File: config.mk
export PLATFORM = sky130hd
export DESIGN_NAME = dbg_seq_shifter
export DESIGN_NICKNAME = d
export VERILOG_FILES = /design/src/rtl/dbg_seq_pkg.sv /design/src/rtl/dbg_seq_phase_timer.sv /design/src/rtl/dbg_seq_tx_shift.sv /design/src/rtl/dbg_seq_rx_pack.sv /design/src/rtl/dbg_seq_shifter.sv
export SDC_FILE = /design/constraint.sdc
export NUM_CORES = 1
export LEC_CHECK = 0
export ABC_AREA = 0
export BUFFER_PORTS_ARGS = -buffer_cell sky130_fd_sc_hd__buf_2
export CAP_MARGIN = 15
export CORE_MARGIN = 1
export CORE_UTILIZATION = 55
export DETAILED_ROUTE_END_ITERATION = 6
export HOLD_SLACK_MARGIN = 0.03
export PLACE_DENSITY = 0.88
export SKIP_LAST_GASP = 1
export SLEW_MARGIN = 20
export SYNTH_ARGS = -nofsm -noshare
export SYNTH_HDL_FRONTEND = slang
export SYNTH_SLANG_ARGS = --single-unit
export TNS_END_PERCENT = 5
File: constraint.sdc
create_clock -name clk_i -period 2.4 [get_ports clk_i]
set_clock_uncertainty 0.05 [all_clocks]
set_input_delay 0.48 -clock clk_i [delete_from_list [all_inputs] [get_ports clk_i]]
set_output_delay 0.48 -clock clk_i [all_outputs]
set_load 0.05 [all_outputs]
File: src/rtl/dbg_seq_pkg.sv
package dbg_seq_pkg;
  localparam int BYTE_W = 8;
  localparam int IDX_W  = $clog2(BYTE_W);

  typedef enum logic [2:0] {
    ST_IDLE,
    ST_FETCH,
    ST_LOW,
    ST_HIGH,
    ST_DONE
  } seq_state_e;
endpackage

File: src/rtl/dbg_seq_phase_timer.sv
module dbg_seq_phase_timer #(
  parameter int DLY_W = 8
) (
  input  logic             clk_i,
  input  logic             rst_ni,
  input  logic             run_i,
  input  logic [DLY_W-1:0] half_i,
  output logic             last_o
);
  logic [DLY_W-1:0] cnt_q;
  logic [DLY_W-1:0] lim;

  assign lim    = (half_i == '0) ? DLY_W'(1) : half_i;
  assign last_o = run_i && (cnt_q == lim - DLY_W'(1));

  always_ff @(posedge clk_i or negedge rst_ni) begin
    if (!rst_ni)                 cnt_q <= '0;
    else if (!run_i || last_o)   cnt_q <= '0;
    else                         cnt_q <= cnt_q + DLY_W'(1);
  end

  // a phase never outlasts its programmed length
  a_r2_phase_bound: assert property (@(posedge clk_i) disable iff (!rst_ni)
    run_i |-> (cnt_q < lim));
endmodule

File: src/rtl/dbg_seq_tx_shift.sv
module dbg_seq_tx_shift
  import dbg_seq_pkg::*;
(
  input  logic              clk_i,
  input  logic              rst_ni,
  input  logic              load_i,
  input  logic [BYTE_W-1:0] data_i,
  input  logic              adv_i,
  output logic              dout_o,
  output logic              byte_end_o
);
  logic [BYTE_W-1:0] sh_q;
  logic [IDX_W-1:0]  idx_q;

  always_ff @(posedge clk_i or negedge rst_ni) begin
    if (!rst_ni) begin
      sh_q  <= '1;
      idx_q <= '0;
    end else if (load_i) begin
      sh_q  <= data_i;
      idx_q <= '0;
    end else if (adv_i) begin
      sh_q  <= {1'b1, sh_q[BYTE_W-1:1]};
      idx_q <= idx_q + IDX_W'(1);
    end
  end

  assign dout_o     = sh_q[0];
  assign byte_end_o = (idx_q == IDX_W'(BYTE_W - 1));

  // load and advance never coincide
  a_r3_load_adv_excl: assert property (@(posedge clk_i) disable iff (!rst_ni)
    load_i |-> !adv_i);
endmodule

File: src/rtl/dbg_seq_rx_pack.sv
module dbg_seq_rx_pack
  import dbg_seq_pkg::*;
(
  input  logic              clk_i,
  input  logic              rst_ni,
  input  logic              clr_i,
  input  logic              sample_i,
  input  logic              final_i,
  input  logic              din_i,
  output logic [BYTE_W-1:0] data_o,
  output logic              valid_o
);
  logic [BYTE_W-1:0] acc_q;
  logic [IDX_W-1:0]  cnt_q;
  logic [BYTE_W-1:0] acc_n;
  logic              flush;

  assign acc_n = {acc_q[BYTE_W-2:0], din_i};
  assign flush = sample_i && (final_i || cnt_q == IDX_W'(BYTE_W - 1));

  always_ff @(posedge clk_i or negedge rst_ni) begin
    if (!rst_ni) begin
      acc_q   <= '0;
      cnt_q   <= '0;
      data_o  <= '0;
      valid_o <= 1'b0;
    end else begin
      valid_o <= 1'b0;
      if (clr_i) begin
        acc_q <= '0;
        cnt_q <= '0;
      end else if (flush) begin
        data_o  <= acc_n;
        valid_o <= 1'b1;
        acc_q   <= '0;
        cnt_q   <= '0;
      end else if (sample_i) begin
        acc_q <= acc_n;
        cnt_q <= cnt_q + IDX_W'(1);
      end
    end
  end

  // each byte is flagged for exactly one cycle
  a_r7_single_pulse: assert property (@(posedge clk_i) disable iff (!rst_ni)
    valid_o |=> !valid_o);
endmodule

File: src/rtl/dbg_seq_shifter.sv
module dbg_seq_shifter
  import dbg_seq_pkg::*;
#(
  parameter int MAX_BITS = 256,
  parameter int DLY_W    = 8,
  localparam int CNT_W   = $clog2(MAX_BITS + 1)
) (
  input  logic              clk_i,
  input  logic              rst_ni,
  input  logic              start_i,
  input  logic              dir_in_i,
  input  logic [CNT_W-1:0]  count_i,
  input  logic [DLY_W-1:0]  half_i,
  input  logic [BYTE_W-1:0] tx_data_i,
  input  logic              tx_valid_i,
  output logic              tx_ready_o,
  output logic [BYTE_W-1:0] rx_data_o,
  output logic              rx_valid_o,
  output logic              swclk_o,
  output logic              swdio_o,
  output logic              swdio_oe_o,
  input  logic              swdio_i,
  output logic              busy_o,
  output logic              done_o
);
  seq_state_e       state_q, state_d;
  logic [CNT_W-1:0] rem_q;
  logic             dir_q;
  logic             oe_q;
  logic             clk_q;
  logic             ph_run, ph_last;
  logic             take;
  logic             byte_end;
  logic             bit_end;

  assign take    = (state_q == ST_IDLE) && start_i;
  assign ph_run  = (state_q == ST_LOW) || (state_q == ST_HIGH);
  assign bit_end = (state_q == ST_HIGH) && ph_last;

  always_comb begin
    state_d = state_q;
    unique case (state_q)
      ST_IDLE:  if (start_i) begin
                  if (count_i == '0)  state_d = ST_DONE;
                  else if (dir_in_i)  state_d = ST_LOW;
                  else                state_d = ST_FETCH;
                end
      ST_FETCH: if (tx_valid_i) state_d = ST_LOW;
      ST_LOW:   if (ph_last) state_d = ST_HIGH;
      ST_HIGH:  if (ph_last) begin
                  if (rem_q == CNT_W'(1))      state_d = ST_DONE;
                  else if (!dir_q && byte_end) state_d = ST_FETCH;
                  else                         state_d = ST_LOW;
                end
      ST_DONE:  state_d = ST_IDLE;
      default:  state_d = ST_IDLE;
    endcase
  end

  always_ff @(posedge clk_i or negedge rst_ni) begin
    if (!rst_ni) begin
      state_q <= ST_IDLE;
      rem_q   <= '0;
      dir_q   <= 1'b0;
      oe_q    <= 1'b0;
      clk_q   <= 1'b1;
    end else begin
      state_q <= state_d;
      clk_q   <= (state_d != ST_LOW);
      if (take) begin
        rem_q <= count_i;
        dir_q <= dir_in_i;
        oe_q  <= !dir_in_i;
      end else if (bit_end) begin
        rem_q <= rem_q - CNT_W'(1);
      end
    end
  end

  dbg_seq_phase_timer #(.DLY_W(DLY_W)) u_phase (
    .clk_i  (clk_i),
    .rst_ni (rst_ni),
    .run_i  (ph_run),
    .half_i (half_i),
    .last_o (ph_last)
  );

  dbg_seq_tx_shift u_tx (
    .clk_i      (clk_i),
    .rst_ni     (rst_ni),
    .load_i     ((state_q == ST_FETCH) && tx_valid_i),
    .data_i     (tx_data_i),
    .adv_i      (bit_end && !dir_q),
    .dout_o     (swdio_o),
    .byte_end_o (byte_end)
  );

  dbg_seq_rx_pack u_rx (
    .clk_i    (clk_i),
    .rst_ni   (rst_ni),
    .clr_i    (take),
    .sample_i ((state_q == ST_LOW) && ph_last && dir_q),
    .final_i  (rem_q == CNT_W'(1)),
    .din_i    (swdio_i),
    .data_o   (rx_data_o),
    .valid_o  (rx_valid_o)
  );

  assign tx_ready_o = (state_q == ST_FETCH);
  assign swclk_o    = clk_q;
  assign swdio_oe_o = oe_q;
  assign busy_o     = ph_run || (state_q == ST_FETCH);
  assign done_o     = (state_q == ST_DONE);

  // data does not move on a rising clock edge while driving
  a_r3_data_stable_at_rise: assert property (@(posedge clk_i) disable iff (!rst_ni)
    ($rose(swclk_o) && swdio_oe_o) |-> $stable(swdio_o));
  // byte request only while the clock is parked high
  a_r4_ready_clock_high: assert property (@(posedge clk_i) disable iff (!rst_ni)
    tx_ready_o |-> swclk_o);
  // line released throughout capture
  a_r5_released_in_capture: assert property (@(posedge clk_i) disable iff (!rst_ni)
    (busy_o && dir_q) |-> !swdio_oe_o);
  // done is a pulse and the clock idles high outside a sequence
  a_r9_done_pulse: assert property (@(posedge clk_i) disable iff (!rst_ni)
    done_o |=> !done_o);
  a_r9_idle_clock_high: assert property (@(posedge clk_i) disable iff (!rst_ni)
    !busy_o |-> swclk_o);
  // direction is frozen while busy
  a_r10_dir_frozen: assert property (@(posedge clk_i) disable iff (!rst_ni)
    (busy_o && $past(busy_o)) |-> $stable(dir_q));
endmodule

==> results_dict.tcl <==
set metrics [dict create \
    outcome "complete, but fails checks" \
    violations "setup timing" \
    end_kind "flop" \
    r2r-start "u_phase.cnt_q[3]$_DFF_PN0_" \
    dr.pass1.iters 4 \
    drt_iter0_markers 164 \
    synthArstFlopShare 1.000 \
    pwr-share-comb 0.353 \
    remaining_drc_errors 0 \
    power.clock.fraction 0.177 \
    fp.dieArea_sq_um 5526 \
    final_max_slew_viol_count 0 \
    grt_remaining_overflow 0 \
    max_clock_freq_mhz 380.1 \
    setup-violations-final 47 \
    multi_input_area_sq_um 1539 \
    grt_max_degree 54 \
    wirelength_um 6523 \
    clkTransAtPathRegs_ns 0.10 \
    grt_pass1_vias 2463 \
    synth-edff-count 0 \
    p_int_uw 1757 \
    cts_sinks 53 \
    routed_via_density 5.721 \
    clockBufferDepth 2 \
    hold_viol 0 \
    ys_ff_latch 53 \
    leakage_uw 0.001738 \
    maxCapViolCount 0 \
    grt_pass1_wl_um 10960 \
    layout-drive-gt1-share 0.3406 \
    syn_nets 330 \
    grt_usage 0.2668 \
    root_buffer "clkbuf_8" \
    ys.warnings.count 0 \
    fin_ws_ns -0.2307 \
    start_util 0.5897 \
    p_sw_uw 1127 \
    ios 46 \
    ff_latch_area_sq_um 1338 \
    p_seq_frac 0.470 \
    num_vias 2483 \
    synthCells 291 \
    core_sq_um 4880 \
    die-height_um 74.34 \
    antenna_cells 0 \
    die_x_um 74.34 \
    synth.distinct_cells 49 \
    worst_pin_slew_ns 0.6482 \
    htree_levels 2 \
    powerDensity_nw_per_um2 788.7 \
    fillerInstances 333 \
    layout_min_cycle_time_ns 2.631 \
    cts_tree "done" \
    cp-startpoint "half_i[3]" \
    core.rowCount 25 \
    wl_per_cell_um 15.03 \
    cp-start-kind "input pin" \
    dpl.hpwl_um 4451 \
    final_util 0.7492 \
    hold_path.class "in -> async" \
    synthFlopType "dfrtp_1" \
    nNetsFinal 405 \
    max-slew-margin-rel 0.5678 \
    required_ns 2.60 \
    switching_share 0.3908 \
    cp_data_arrival_time_ns 2.83 \
    finalWeightedCongestion 0.8817 \
    crit_type "in -> reg" \
    cts_hold_buf 0 \
    whs_ns 0.2169 \
    syn_avg_cell_area_sq_um 9.889 \
    irDropWorstVdd_mv 0.8210 \
    drtAntennaViolNets 0 \
    cts_buffers 5 \
    rsz0062_at_grt "yes" \
    syn2layout_area_growth_pct 27.04 \
    fin_crit_sh 1.096 \
    critPathMaxFanout 8 \
    antenna_found_initial 0 \
    port_buffers 45 \
    clock_latency_ns 0.31 \
    syn_area_sq_um 2878 \
    yosysSeqAreaShare 0.4648 \
]
## worst paths after layout
path | endpoint | cells after the start | slack [ns]
setup / recovery | u_tx.sh_q[1]$_DFFE_PN1P_ | 11 | -0.23
hold / removal | u_phase.cnt_q[0]$_DFF_PN0_ | 2 | 0.22
setup reg to reg | rem_q[6]$_DFFE_PN0P_ | 8 | 0.07
hold reg to reg | swdio_oe_o$_DFFE_PN0P_ | 1 | 0.45
max in group asynchronous | u_rx.data_o[4]$_DFFE_PN0P_ | 2 | 1.65
min in group clk_i | u_tx.sh_q[7]$_DFFE_PN1P_ | 3 | 0.33
## power groups by stage
| stage | Clock, uW | Combinational [uW] | Sequential, uW |
|---|---|---|---|
| floorplan | 0 | 639 | 1380 |
| global placement | 0 | 928 | 1340 |
| detailed placement | 0 | 965 | 1350 |
| CTS | 516 | 994 | 1350 |
| global route | 560 | 1120 | 1380 |
| finish | 511 | 1020 | 1360 |
## synth_stat cells, drive strengths merged (5+ instances only)
master  number  area (sq um)
nand3       24         130.1
nor2b        7         43.79
o21a         5         37.54
inv         13         48.80
mux2i       15         150.1
ha           8         100.1
xnor2        7         61.31
xor2         5         43.79
o21ai       12         60.06
nor2        24         90.09
nor3         6         46.30
dfrtp       44          1101
mux2         9         101.4
nand2       25         93.84
dfstp        9         236.5
a31oi        6         37.54
or3          7         43.79
a21oi        9         45.04
clkbuf       7         26.28
buf          5         26.27
## layout by cell type, fill, tap and decap left out, drive strengths merged, types with 8 or more instances in the layout
master	instances
a21oi	9
buf	79
dfrtp	44
dfstp	9
ha	8
inv	14
mux2	9
mux2i	15
nand2	25
nand3	24
nor2	24
o21ai	12
## area by class of cell
class                      instances  area share
clock buffer                       5     0.01882
sequential                        53      0.3658
multi-input combinational        213      0.4209
inverter                          13     0.01335
tap                               67     0.02293
clock inverter                     3    0.005818
timing repair buffer              80      0.1523
## metal layers
metal	share of wire	global-route usage
met5	0	0
met3	0.044	0.05556
met1	0.43	0.3254
met2	0.51	0.4576
met4	0.024	0.1195
## state kept, by name, indices dropped and copies added, names as in the netlist
register / count
swclk_o: 1
u_tx.idx_q: 3
dir_q: 1
state_q: 3
swdio_oe_o: 1
u_rx.cnt_q: 3
u_phase.cnt_q: 8
rem_q: 9
u_rx.valid_o: 1
u_tx.sh_q: 8
u_rx.data_o: 8
u_rx.acc_q: 7
## worst max-delay path, cell delays in order
cell and delay, ns:
buf_8 0.10, or4_4 0.55, o211ai_1 0.26, nand4_1 0.17
buf_4 0.18, nor4_4 0.31, buf_4 0.20, nand3_4 0.10
buf_12 0.17, o22a_1 0.21, o21a_1 0.10
## what timing repair did
| action | 4_1_cts | 5_1_grt |
|---|---|---|
| endpoints found under the setup margin | 46 | 50 |
| setup buffers | 2 | 2 |
| pin swaps | 10 | 9 |
| cloned | 1 | 1 |
| resized for setup | 18 | 8 |
## through the flow
step / TNS [ns] / instance area, sq um / worst slack, ns / power (uW) / std cells
final: -6.908 / 3656 / -0.2307 / 2883 / 434
after global routing: -12.53 / 3656 / -0.3400 / 3066 / 434
after CTS: -3.269 / 3580 / -0.1439 / 2855 / 431
after detailed placement: -24.23 / 3410 / -0.6228 / 2316 / 420
after global placement: -18.54 / 3410 / -0.4569 / 2270 / 420
after floorplan: -9.916 / 2904 / -0.3834 / 2022 / 291
## kinds of logic after synthesis
logic type / Yosys count / share of synthesized area
flip-flops: 53 / 0.4648
AO/OA/AOI/OAI: 56 / 0.1304
XOR/XNOR: 12 / 0.03652
multiplexers: 24 / 0.08739
buffers and inverters: 25 / 0.03522
adder cells (fa/ha/maj): 8 / 0.03478
AND/OR/NAND/NOR: 113 / 0.2109
Power figures use the tool's default switching activity.
